--- config.mk ---
export PLATFORM = sky130hd
export DESIGN_NAME = blkc_front
export DESIGN_NICKNAME = d
export VERILOG_FILES = /design/src/rtl/blkc_pkg.sv /design/src/rtl/blkc_keyiv.sv /design/src/rtl/blkc_window.sv /design/src/rtl/blkc_sysctl.sv /design/src/rtl/blkc_front.sv
export SDC_FILE = /design/constraint.sdc
export NUM_CORES = 2
export LEC_CHECK = 0
export BUFFER_PORTS_ARGS = -buffer_cell sky130_fd_sc_hd__buf_4
export CAP_MARGIN = 5
export CORE_ASPECT_RATIO = 1.25
export CORE_MARGIN = 1.5
export CORE_UTILIZATION = 55
export DETAILED_ROUTE_END_ITERATION = 12
export GPL_ROUTABILITY_DRIVEN = 0
export PLACE_DENSITY = 0.89
export SETUP_SLACK_MARGIN = 0.1
export SYNTH_ARGS = -nofsm -noshare
export SYNTH_HDL_FRONTEND = slang
export SYNTH_HIERARCHICAL = 1
export SYNTH_SLANG_ARGS = --single-unit
--- constraint.sdc ---
create_clock -name clk_i -period 9.14 [get_ports clk_i]
set_input_delay 1.371 -clock clk_i [delete_from_list [all_inputs] [get_ports clk_i]]
set_output_delay 1.371 -clock clk_i [all_outputs]
set_load 0.005 [all_outputs]
--- src/rtl/blkc_pkg.sv ---
package blkc_pkg;
  localparam int unsigned KEY_WORDS = 8;
  localparam int unsigned BLK_WORDS = 4;
  localparam int unsigned KEY_BITS  = 32 * KEY_WORDS;
  localparam int unsigned BLK_BITS  = 32 * BLK_WORDS;

  // word indices (byte offset / 4); key slots occupy 0..KEY_WORDS-1
  localparam logic [5:0] W_IV0  = 6'(KEY_WORDS);
  localparam logic [5:0] W_CTRL = 6'd12;
  localparam logic [5:0] W_DAT0 = 6'd13;
  localparam logic [5:0] W_DATL = W_DAT0 + 6'(BLK_WORDS - 1);
  localparam logic [5:0] W_REV  = 6'd17;
  localparam logic [5:0] W_CFG  = 6'd18;
  localparam logic [5:0] W_STAT = 6'd19;

  localparam int unsigned CFG_SRST  = 1;
  localparam int unsigned CFG_DIN   = 2;
  localparam int unsigned CFG_DOUT  = 3;
  localparam int unsigned CFG_START = 5;
  localparam logic [6:0]  CFG_RW    = 7'b110_1101;

  typedef struct packed {
    logic       ctr_wide;
    logic       ctr;
    logic       cbc;
    logic [1:0] ksize;
    logic       enc;
  } mode_t;
endpackage

--- src/rtl/blkc_keyiv.sv ---
module blkc_keyiv import blkc_pkg::*; (
  input  logic                clk_i,
  input  logic                rst_ni,
  input  logic                clr_i,
  input  logic                wr_i,
  input  logic [5:0]          widx_i,
  input  logic [31:0]         wdata_i,
  input  logic                chain_i,
  input  logic [BLK_BITS-1:0] chain_val_i,
  output logic [KEY_BITS-1:0] key_o,
  output logic [BLK_BITS-1:0] iv_o,
  output logic [31:0]         rdata_o
);
  logic [31:0] key_q [KEY_WORDS];
  logic [31:0] iv_q  [BLK_WORDS];

  // pairs swapped, descending from the top of the bank
  function automatic logic [5:0] key_slot(int i);
    return 6'(KEY_WORDS - 1 - (i ^ 1));
  endfunction

  for (genvar i = 0; i < KEY_WORDS; i++) begin : g_key
    always_ff @(posedge clk_i or negedge rst_ni) begin
      if (!rst_ni)                                key_q[i] <= '0;
      else if (clr_i)                             key_q[i] <= '0;
      else if (wr_i && widx_i == key_slot(i))     key_q[i] <= wdata_i;
    end
    assign key_o[32*i +: 32] = key_q[i];
  end

  for (genvar j = 0; j < BLK_WORDS; j++) begin : g_iv
    always_ff @(posedge clk_i or negedge rst_ni) begin
      if (!rst_ni)                                iv_q[j] <= '0;
      else if (clr_i)                             iv_q[j] <= '0;
      else if (chain_i)                           iv_q[j] <= chain_val_i[32*j +: 32];
      else if (wr_i && widx_i == W_IV0 + 6'(j))   iv_q[j] <= wdata_i;
    end
    assign iv_o[32*j +: 32] = iv_q[j];
  end

  always_comb begin
    rdata_o = '0;
    for (int i = 0; i < KEY_WORDS; i++)
      if (widx_i == key_slot(i)) rdata_o = key_q[i];
    for (int j = 0; j < BLK_WORDS; j++)
      if (widx_i == W_IV0 + 6'(j)) rdata_o = iv_q[j];
  end

  assert_chain_load_R6: assert property (@(posedge clk_i) disable iff (!rst_ni)
    chain_i && !clr_i |=> iv_o == $past(chain_val_i));
endmodule

--- src/rtl/blkc_window.sv ---
module blkc_window import blkc_pkg::*; (
  input  logic                clk_i,
  input  logic                rst_ni,
  input  logic                clr_i,
  input  logic                wr_i,
  input  logic                rd_i,
  input  logic [5:0]          widx_i,
  input  logic [31:0]         wdata_i,
  input  mode_t               mode_i,
  input  logic [BLK_BITS-1:0] iv_i,
  input  logic                core_done_i,
  input  logic [BLK_BITS-1:0] core_result_i,
  output logic                in_rdy_o,
  output logic                out_rdy_o,
  output logic                core_start_o,
  output logic [BLK_BITS-1:0] core_block_o,
  output logic                chain_o,
  output logic [BLK_BITS-1:0] chain_val_o,
  output logic [31:0]         rdata_o
);
  logic [BLK_BITS-1:0] in_q, out_q, out_d;
  logic                in_rdy_q, out_rdy_q, start_q;
  logic                hit, last_wr, last_rd, fin;
  logic [5:0]          off;
  logic [1:0]          sel;

  assign off     = widx_i - W_DAT0;
  assign sel     = off[1:0];
  assign hit     = (widx_i >= W_DAT0) && (widx_i <= W_DATL);
  assign last_wr = wr_i && in_rdy_q && widx_i == W_DATL;
  assign last_rd = rd_i && out_rdy_q && widx_i == W_DATL;
  // soft reset suppresses a coincident completion
  assign fin     = core_done_i && !in_rdy_q && !out_rdy_q && !clr_i;

  // XOR around the core for chained mode
  assign core_block_o = (mode_i.cbc && mode_i.enc) ? (in_q ^ iv_i) : in_q;
  assign out_d        = (mode_i.cbc && !mode_i.enc) ? (core_result_i ^ iv_i) : core_result_i;
  assign chain_o      = fin && mode_i.cbc;
  assign chain_val_o  = mode_i.enc ? core_result_i : in_q;

  always_ff @(posedge clk_i or negedge rst_ni) begin
    if (!rst_ni) begin
      in_q <= '0; out_q <= '0; in_rdy_q <= 1'b1; out_rdy_q <= 1'b0; start_q <= 1'b0;
    end else if (clr_i) begin
      in_q <= '0; out_q <= '0; in_rdy_q <= 1'b1; out_rdy_q <= 1'b0; start_q <= 1'b0;
    end else begin
      start_q <= last_wr;
      if (wr_i && in_rdy_q && hit) in_q[32*sel +: 32] <= wdata_i;
      if (last_wr) in_rdy_q <= 1'b0;
      if (fin) begin
        out_q     <= out_d;
        out_rdy_q <= 1'b1;
      end
      if (last_rd) begin
        out_rdy_q <= 1'b0;
        in_rdy_q  <= 1'b1;
      end
    end
  end

  assign in_rdy_o     = in_rdy_q;
  assign out_rdy_o    = out_rdy_q;
  assign core_start_o = start_q;
  assign rdata_o      = hit ? out_q[32*sel +: 32] : '0;

  assert_rdy_excl_R5: assert property (@(posedge clk_i) disable iff (!rst_ni)
    !(in_rdy_q && out_rdy_q));
  assert_start_pulse_R4: assert property (@(posedge clk_i) disable iff (!rst_ni)
    core_start_o |=> !core_start_o);
  assert_start_src_R4: assert property (@(posedge clk_i) disable iff (!rst_ni)
    core_start_o |-> $past(wr_i && widx_i == W_DATL) && !in_rdy_q);
  assert_out_rise_R5: assert property (@(posedge clk_i) disable iff (!rst_ni)
    $rose(out_rdy_q) |-> $past(core_done_i));
endmodule

--- src/rtl/blkc_sysctl.sv ---
module blkc_sysctl import blkc_pkg::*; #(
  parameter int unsigned RST_CYCLES = 8
) (
  input  logic        clk_i,
  input  logic        rst_ni,
  input  logic        wr_i,
  input  logic [5:0]  widx_i,
  input  logic [6:0]  wdata_i,
  input  logic        in_rdy_i,
  input  logic        out_rdy_i,
  output logic        done_o,
  output logic        clr_o,
  output logic        dma_in_req_o,
  output logic        dma_out_req_o,
  output logic [31:0] rdata_o
);
  localparam int unsigned CW = $clog2(RST_CYCLES + 1);

  logic [6:0]    cfg_q;
  logic [CW-1:0] cnt_q;
  logic          cfg_wr;

  assign done_o = (cnt_q == '0);
  assign cfg_wr = wr_i && widx_i == W_CFG;
  assign clr_o  = cfg_wr && wdata_i[CFG_SRST];

  always_ff @(posedge clk_i or negedge rst_ni) begin
    if (!rst_ni) begin
      cfg_q <= '0;
      cnt_q <= '0;
    end else if (clr_o) begin
      cfg_q <= 7'(1 << CFG_SRST);
      cnt_q <= CW'(RST_CYCLES);
    end else begin
      if (cnt_q != '0) cnt_q <= cnt_q - 1'b1;
      if (cfg_q[CFG_SRST]) cfg_q[CFG_SRST] <= 1'b0;
      else if (cfg_wr)     cfg_q <= wdata_i & CFG_RW;
    end
  end


  assign dma_in_req_o  = cfg_q[CFG_START] && cfg_q[CFG_DIN]  && in_rdy_i;
  assign dma_out_req_o = cfg_q[CFG_START] && cfg_q[CFG_DOUT] && out_rdy_i;

  assign rdata_o = ((widx_i == W_CFG)  ? {25'b0, cfg_q}  : 32'b0) |
                   ((widx_i == W_STAT) ? {31'b0, done_o} : 32'b0);

  assert_srst_pulse_R9: assert property (@(posedge clk_i) disable iff (!rst_ni)
    cfg_q[CFG_SRST] |=> !cfg_q[CFG_SRST]);
  assert_quiet_in_reset_R10: assert property (@(posedge clk_i) disable iff (!rst_ni)
    !done_o |-> !dma_in_req_o && !dma_out_req_o);
  assert_done_drop_R10: assert property (@(posedge clk_i) disable iff (!rst_ni)
    $fell(done_o) |-> $past(clr_o));
endmodule

--- src/rtl/blkc_front.sv ---
module blkc_front import blkc_pkg::*; #(
  parameter int unsigned RST_CYCLES = 8,
  parameter logic [3:0]  REV_MAJOR  = 4'd3,
  parameter logic [3:0]  REV_MINOR  = 4'd1
) (
  input  logic                clk_i,
  input  logic                rst_ni,
  input  logic                bus_req_i,
  input  logic                bus_we_i,
  input  logic [7:0]          bus_addr_i,
  input  logic [31:0]         bus_wdata_i,
  output logic [31:0]         bus_rdata_o,
  output logic                dma_in_req_o,
  output logic                dma_out_req_o,
  output logic                core_start_o,
  output logic                core_encrypt_o,
  output logic [1:0]          core_key_size_o,
  output logic [KEY_BITS-1:0] core_key_o,
  output logic [BLK_BITS-1:0] core_block_o,
  input  logic                core_done_i,
  input  logic [BLK_BITS-1:0] core_result_i
);
  logic [5:0]          widx;
  logic                acc, wr_g, rd_g, done, clr;
  logic                in_rdy, out_rdy, chain;
  logic [BLK_BITS-1:0] iv, chain_val;
  logic [31:0]         kv_rd, win_rd, sys_rd, ctrl_rd;
  mode_t               mode_q;

  assign widx = bus_addr_i[7:2];
  assign acc  = bus_req_i && bus_addr_i[1:0] == 2'b00;
  assign wr_g = acc && bus_we_i && done;   // writes locked while clearing
  assign rd_g = acc && !bus_we_i;

  always_ff @(posedge clk_i or negedge rst_ni) begin
    if (!rst_ni)                        mode_q <= '0;
    else if (clr)                       mode_q <= '0;
    else if (wr_g && widx == W_CTRL)    mode_q <= mode_t'(bus_wdata_i[7:2]);
  end

  blkc_sysctl #(.RST_CYCLES(RST_CYCLES)) u_sys (
    .clk_i, .rst_ni, .wr_i(wr_g), .widx_i(widx), .wdata_i(bus_wdata_i[6:0]),
    .in_rdy_i(in_rdy), .out_rdy_i(out_rdy), .done_o(done), .clr_o(clr),
    .dma_in_req_o, .dma_out_req_o, .rdata_o(sys_rd)
  );

  blkc_keyiv u_kv (
    .clk_i, .rst_ni, .clr_i(clr), .wr_i(wr_g), .widx_i(widx), .wdata_i(bus_wdata_i),
    .chain_i(chain), .chain_val_i(chain_val), .key_o(core_key_o), .iv_o(iv),
    .rdata_o(kv_rd)
  );

  blkc_window u_win (
    .clk_i, .rst_ni, .clr_i(clr), .wr_i(wr_g), .rd_i(rd_g), .widx_i(widx),
    .wdata_i(bus_wdata_i), .mode_i(mode_q), .iv_i(iv), .core_done_i,
    .core_result_i, .in_rdy_o(in_rdy), .out_rdy_o(out_rdy), .core_start_o,
    .core_block_o, .chain_o(chain), .chain_val_o(chain_val), .rdata_o(win_rd)
  );

  assign ctrl_rd         = {24'b0, mode_q, in_rdy, out_rdy};
  assign core_encrypt_o  = mode_q.enc;
  assign core_key_size_o = mode_q.ksize;

  assign bus_rdata_o = !rd_g ? 32'b0 :
                       (kv_rd | win_rd | sys_rd |
                        ((widx == W_CTRL) ? ctrl_rd : 32'b0) |
                        ((widx == W_REV)  ? {24'b0, REV_MAJOR, REV_MINOR} : 32'b0));
endmodule

After elaboration in Yosys (flattened, before gate mapping):

Index checks and enable logic that the tools add are counted.

* register bits: 660
* bits of input ports: 173
* logic and storage cells: 191

* add/sub/neg operators: 3
* $lt $le $gt $ge: 2
* equal/unequal tests: 17
* shift-type cells: 3
* mux-type cells: 70
* bitwise gates (word level): 7
* reduce and logical (&&, ||, !) cells: 64

Operator list (count)
* $mux W32: 42
* $mux W128: 7
* $xor A128 B128 Y128: 2
* $bwmux W128: 1
* $shift A32 B34 Y128 const A: 1
* $shiftx A128 B8 Y32: 1
* $shiftx A32 B34 Y128: 1
* $or A32 B32 Y32: 3
* $logic_and A1 B1 Y1: 35
* $neg A7 Y34: 1
* $or A32 B6 Y32: 1
* $or A32 B8 Y32: 1
* $eq A6 B4 Y1 const B: 5
* $reduce_bool A2 Y1: 13
* $eq A6 B3 Y1 const B: 4
* $eq A6 B5 Y1 const B: 4
* $mux W7: 3
* $mux W6: 3
* $reduce_bool A3 Y1: 6
* $eq A6 B2 Y1 const B: 2
* $mux W1: 10
* $mux W4: 2
* $mux W8: 1
* $eq A6 B1 Y1 const B: 1
* other kinds (12): 16

Longest topological paths before layout:

* depth after elaboration: 18
* mapped depth: 19

Modules after synthesis:

The synthesis kept the hierarchy.

By module, submodules not included
* blkc_keyiv: times used 1, cells an instance 2230, area an instance 19197.2 um^2
* blkc_window: times used 1, cells an instance 1446, area an instance 15494.9 um^2
* blkc_sysctl: times used 1, cells an instance 90, area an instance 790.8 um^2
* blkc_front: times used 1, cells an instance 115, area an instance 789.5 um^2

Least setup slack after synthesis:

Ideal clock, no wire load.

* path type: input-to-reg
* from: input bus_addr_i[1]
* to: register u_kv.iv_q (netlist bit u_kv/iv_o[100])
* library setup time: 135 ps
* data arrival time: 5044 ps
* data required time: 9005 ps
* slack: 3962 ps
* stages: 15
* path buffers: 5
* cells stage by stage: or3b_1 -> and2b_1 -> or3b_4 -> nor2_1 -> and2_1 -> inv_1 -> clkbuf_1 -> clkbuf_1 -> and3_1 -> clkbuf_1 -> or2_2 -> clkbuf_1 -> a31oi_1 -> clkbuf_1 -> o31ai_1

* longest elaborated chain between the ends: 11
* elaborated cells between the ends (all ways): 13
* those cells by class: mux: 2; reduce/logical: 11

Ends and longest elaborated chain
* start: declaration: line blkc_front.sv:10 `input logic [7:0] bus_addr_i,`
* $logic_not A2 Y1 (*): line blkc_front.sv:31 `assign acc = bus_req_i && bus_addr_i[1:0] == 2'b00;`
* $logic_and A1 B1 Y1 (*): line blkc_front.sv:31
* $logic_and A1 B1 Y1 (*) (2 in series): line blkc_front.sv:32 `assign wr_g = acc && bus_we_i && done;`
* net wr_g: line blkc_front.sv:24 `logic acc, wr_g, rd_g, done, clr;`
* $logic_and A1 B1 Y1 (*): line blkc_sysctl.sv:24 `assign cfg_wr = wr_i && widx_i == W_CFG;`
* $logic_and A1 B1 Y1 (*): line blkc_sysctl.sv:25 `assign clr_o = cfg_wr && wdata_i[CFG_SRST];`
* net clr: line blkc_front.sv:24
* $logic_not A1 Y1 (*): line blkc_window.sv:33 `assign fin = core_done_i && !in_rdy_q && !out_rdy_q && !clr_i;`
* $logic_and A1 B1 Y1 (*): line blkc_window.sv:33
* $logic_and A1 B1 Y1 (*): line blkc_window.sv:38 `assign chain_o = fin && mode_i.cbc;`
* net chain: line blkc_front.sv:25 `logic in_rdy, out_rdy, chain;`
* $mux W32: line blkc_keyiv.sv:35 `else if (chain_i) iv_q[j] <= chain_val_i[32*j +: 32];`
* $mux W32: line blkc_keyiv.sv:34 `else if (clr_i) iv_q[j] <= '0;`
* end signal: indexed assignment: line blkc_keyiv.sv:35
* end signal: indexed assignment: line blkc_keyiv.sv:36 `else if (wr_i && widx_i == W_IV0 + 6'(j)) iv_q[j] <= wdata_i;`
* end: declaration: line blkc_keyiv.sv:15 `logic [31:0] iv_q [BLK_WORDS];`

Mark *: on every way through the listed nets, which the timed path passes. The rest lies on a longest branch.
A chain may end at the register's enable or synchronous reset.

Worst setup path after layout:

* from: input bus_addr_i[2]
* to: output bus_rdata_o[12]

* elaborated cells between the ends (all ways): 35
* those cells by class: add/sub: 1; order compare: 2; eq/ne: 11; shift: 1; mux: 14; bitwise: 4; reduce/logical: 2

RTL lines
* $sub A2 B1 Y2, or another cell as far along: line blkc_window.sv:27 `assign off = widx_i - W_DAT0;`
* $shiftx A128 B8 Y32 or $logic_and A1 B1 Y1 (tied branches): line blkc_window.sv:64, blkc_window.sv:29
* $mux W32 (*): line blkc_window.sv:64 `assign rdata_o = hit ? out_q[32*sel +: 32] : '0;`
* net win_rd[12]: line blkc_front.sv:27 `logic [31:0] kv_rd, win_rd, sys_rd, ctrl_rd;`
* $or A32 B32 Y32 (*) (2 in series): line blkc_front.sv:65 `(kv_rd | win_rd | sys_rd |`
* $or A32 B8 Y32 (*): line blkc_front.sv:65
* $or A32 B6 Y32 (*): line blkc_front.sv:66 `((widx == W_CTRL) ? ctrl_rd : 32'b0) |`
* $mux W32 (*): line blkc_front.sv:64 `assign bus_rdata_o = !rd_g ? 32'b0 :`
* end: declaration: line blkc_front.sv:12 `output logic [31:0] bus_rdata_o,`

Marks and branches as above.

==> key figures <==
Power and ir drop
  – Static leakage: 19.0 nW
  – Power Dens Cells: between 150 and 200 mW/mm^2
  – Total Power Consumption: 6.56 mW
  – Highest ir drop seen on vdd: ~0.12 mV

Floorplan
  – Vertical die dimension: 290 um
  – Top-Level Pins: 595
  – Standard cell core area: 0.0654 mm^2
  – Horizontal die dimension: 233 um
  – Full die area: between 0.06 and 0.07 mm^2
  – Standard-cell rows: around 110
  – Initial core utilization: 0.554

Synth
  – Prevailing post-synth register cell: sky130_fd_sc_hd__dfrtp_1
  – Yosys Warn Count: 6
  – Most repeated cell in the gate-level netlist after synthesis: sky130_fd_sc_hd__nand2_1
  – Gate count after technology mapping: 3881
  – Synth Register Bits: 659
  – Mean area per synthesized cell: 9.35 um^2
  – Cell types with the highest counts after synthesis: 1030 x sky130_fd_sc_hd__nand2_1, 658 x sky130_fd_sc_hd__dfrtp_1, 420 x sky130_fd_sc_hd__a21oi_1, 266 x sky130_fd_sc_hd__clkbuf_1, 143 x sky130_fd_sc_hd__mux2_2
  – Number of different library cells in the post-synthesis netlist: between 70 and 80
  – Share of synthesized area occupied by flip-flops and latches: 0.455
  – Yosys top cell by area: sky130_fd_sc_hd__dfrtp_1
  – Cell area after synthesis: about 0.036 mm^2
  – Number of enable-type register cells in the synthesized netlist: 0
  – Share of flip-flops with an asynchronous set or reset after synthesis: 1.00
  – Area contributors post-synth: sky130_fd_sc_hd__dfrtp_1 45%, sky130_fd_sc_hd__nand2_1 11%, sky130_fd_sc_hd__a21oi_1 5.8%, sky130_fd_sc_hd__mux2_2 4.4%, sky130_fd_sc_hd__o2bb2ai_1 3.2%
  – Share of Yosys cell area claimed by the top area cell type: 0.454

CTS
  – H-tree depth: 3
  – CTS tree: built
  – Clock transition at path regs: 0.06 ns
  – Setup Fix Bufs, Post-CTS: 0
  – Clk_lat worst skew: around 0.64 ns
  – Max Buffers Root-to-Sink: 3
  – Clk sink count: 659
  – Cts hold-fix bufs: 0
  – Clock buffer count from CTS: 67
  – Number of cells upsized or downsized after cts: 0
  – Master cell of the clock root buffer: sky130_fd_sc_hd__clkbuf_16

Hold path
  – Hold/Removal Path Class: reg -> reg
  – Number of instances on the worst hold path: 1
  – Startpoint of the lowest-slack hold path: u_win/out_q[48]$_DFFE_PN0P_
  – Terminating pin of the worst hold path: u_win/out_q[48]$_DFFE_PN0P_

Layout
  – Share of final-layout standard cells stronger than drive strength 1: 0.233
  – Post-route cell area: 0.0431 mm^2
  – Fraction of the core area covered by cells at the end of the flow: 0.658
  – Total number of nets in the final design: roughly 4400
  – Post-synthesis to final-layout area growth: 18.8%

Global route
  – Antenna violations before repair: 27
  – Total overflow reported by the global router: 0
  – Total GRT Usage: 0.458
  – Maximum number of pins on one net before global-route repair: about 220
  – Number of global-route vias before repair: roughly 34000
  – First-pass GRT wire length: 229 mm

Detailed routing
  – Post-DRT Antenna Nets: 0
  – Total length of routed wires: 158 mm
  – First DRT Iteration DRCs: 6683
  – Final routed wire length divided by cell count: 30.6 um
  – 1st-pass router iterations: 9
  – Detailed-route via count: 35900
  – Drt drc: 0
  – Routed via count divided by cell count: 6.95

STA
  – Slew headroom: 0.0495
  – Final clock period utilization by the worst path: 0.797
  – Number of slew-limit violations in the final report: 0
  – RSZ-0062 raised after global routing: no
  – Tmin final: 7.29 ns
  – Count of endpoints failing hold in the final timing report: 0
  – Number of setup violations in the final report: 0
  – Worst-margin pin slew: 1.43 ns
  – F_max: 0.137 GHz
  – Total Neg Setup Slack: 0 ns
  – Final Skew: 0.0336 ns

Placement
  – Port Buffers: 594
  – Dpl cell area: 0.0409 mm^2
  – Half-perimeter wire length of the detailed placement result: between 100 and 150 mm

Setup path
  – Largest fanout on the critical path: 51
  – Crit path capture type: output port
  – Worst-case reg-to-reg path depth: 15
  – Required time of the critical path: 7.77 ns
  – Reg2Reg Launch Point: u_sys/cnt_q[0]$_DFFE_PN0P_
  – Register-to-Register Setup Slack: 2.21 ns
  – Endpoint of the worst register-to-register path: u_kv/iv_o[23]$_DFFE_PN0P_
  – Arrival time at the worst endpoint: a little under 6 ns
  – Kind of launch point of the worst setup path: input pin
  – Worst Path Class, Setup: in -> out

Status
  – Run status: finished clean

Flow run
  – Number of violations of the max-capacitance limit: 0
## routing by layer
| metal | routed length (um) | GRT usage | part of all wire | up-vias |
|---|---|---|---|---|
| met5 | 164 | 0.00218 | 0.0010 | - |
| met4 | 12500 | 0.291 | 0.079 | 26 |
| met3 | 26500 | 0.193 | 0.17 | 921 |
| met2 | 65600 | 0.640 | 0.42 | 3614 |
| met1 | 53300 | 0.582 | 0.34 | 17100 |
| li1 | - | - | - | 14300 |
## how the worst max path moves through the flow
stage | end | depth (start not counted) | slack, ns | start
6_report | bus_rdata_o[12] | 9 | 1.85 | bus_addr_i[2]
5_1_grt | bus_rdata_o[12] | 9 | 1.87 | bus_addr_i[2]
2_1_floorplan | u_kv/iv_o[100]$_DFFE_PN0P_ | 15 | 3.96 | bus_addr_i[1]
3_5_place_dp | u_kv/iv_o[31]$_DFFE_PN0P_ | 13 | 2.04 | bus_addr_i[1]
3_3_place_gp | u_kv/iv_o[18]$_DFFE_PN0P_ | 13 | 2.13 | bus_addr_i[1]
4_1_cts | bus_rdata_o[12] | 9 | 2.30 | bus_addr_i[2]
## placed cells by master (no fill, tap or decap), drive strengths merged, types with 12 or more instances in the layout
cell type	synthesis	routed
and3	27	27
a221oi	20	20
o21ai	44	44
o31ai	128	128
xor2	128	128
inv	11	13
nor3	47	47
a21oi	426	426
buf	119	657
xnor2	130	130
o2bb2ai	133	133
diode	0	16
a32o	96	96
nor2b	74	74
dfrtp	658	658
mux4	48	48
a22oi	29	29
nand2b	19	19
clkbuf	266	103
conb	1	26
nand2	1030	1030
nand3	12	12
nor2	59	59
mux2	143	143
o22ai	22	22
mux2i	72	72
a22o	14	14
## state kept, by name (all words and copies together), names as in the netlist, 2 cells and up
name and count:
u_kv/key_o 256, core_key_size_o 2, u_win/out_q 128, u_sys/cnt_q 4
u_kv/iv_o 128, u_sys/cfg_q 6, u_win/in_q 128, ctrl_rd 3
## critical path, stage by stage
cell and delay (ns):
sky130_fd_sc_hd__buf_6 0.47, sky130_fd_sc_hd__buf_4 0.64, sky130_fd_sc_hd__inv_1 0.20, sky130_fd_sc_hd__ha_2 1.34, sky130_fd_sc_hd__mux4_2 0.48, sky130_fd_sc_hd__nor2b_1 0.19, sky130_fd_sc_hd__nor3_1 0.73, sky130_fd_sc_hd__nor2_1 0.20
sky130_fd_sc_hd__buf_4 0.20
## kinds of logic after synthesis
logic type | synth area share
fa+ha+maj | 0.00276
compound gates | 0.186
mux | 0.0941
simple gates | 0.152
flops | 0.455
xor+xnor | 0.0623
other cells | 0.000103
buf+inv | 0.0478
## stage by stage
stage	setup slack, ns	hold slack, ns	instances
5_1_grt	1.87	0.502	5158
4_1_cts	2.30	0.486	5149
6_report	1.85	0.485	5167
3_5_place_dp	2.04	0.468	5033
3_3_place_gp	2.13	0.465	5033
2_1_floorplan	3.96	0.451	3906
## report_power, final
part | total, mW | internal [mW] | switching, mW
registers | 3.11 | 3.02 | 0.0873
clock network | 2.80 | 1.58 | 1.23
logic | 0.649 | 0.262 | 0.387
total | 6.56 | 4.86 | 1.70
## final cells by class
cell class | count | area (um^2)
Antenna cell | 16 | 40.0
Clock buffer | 102 | 2010
Clock inverter | 14 | 128
Fill cell | 4960 | 22300
Inverter | 11 | 43.8
Multi-Input combinational cell | 2851 | 18300
Sequential cell | 659 | 16500
Tap cell | 856 | 1070
Timing Repair Buffer | 658 | 5000
Power figures use the tool's default switching activity.
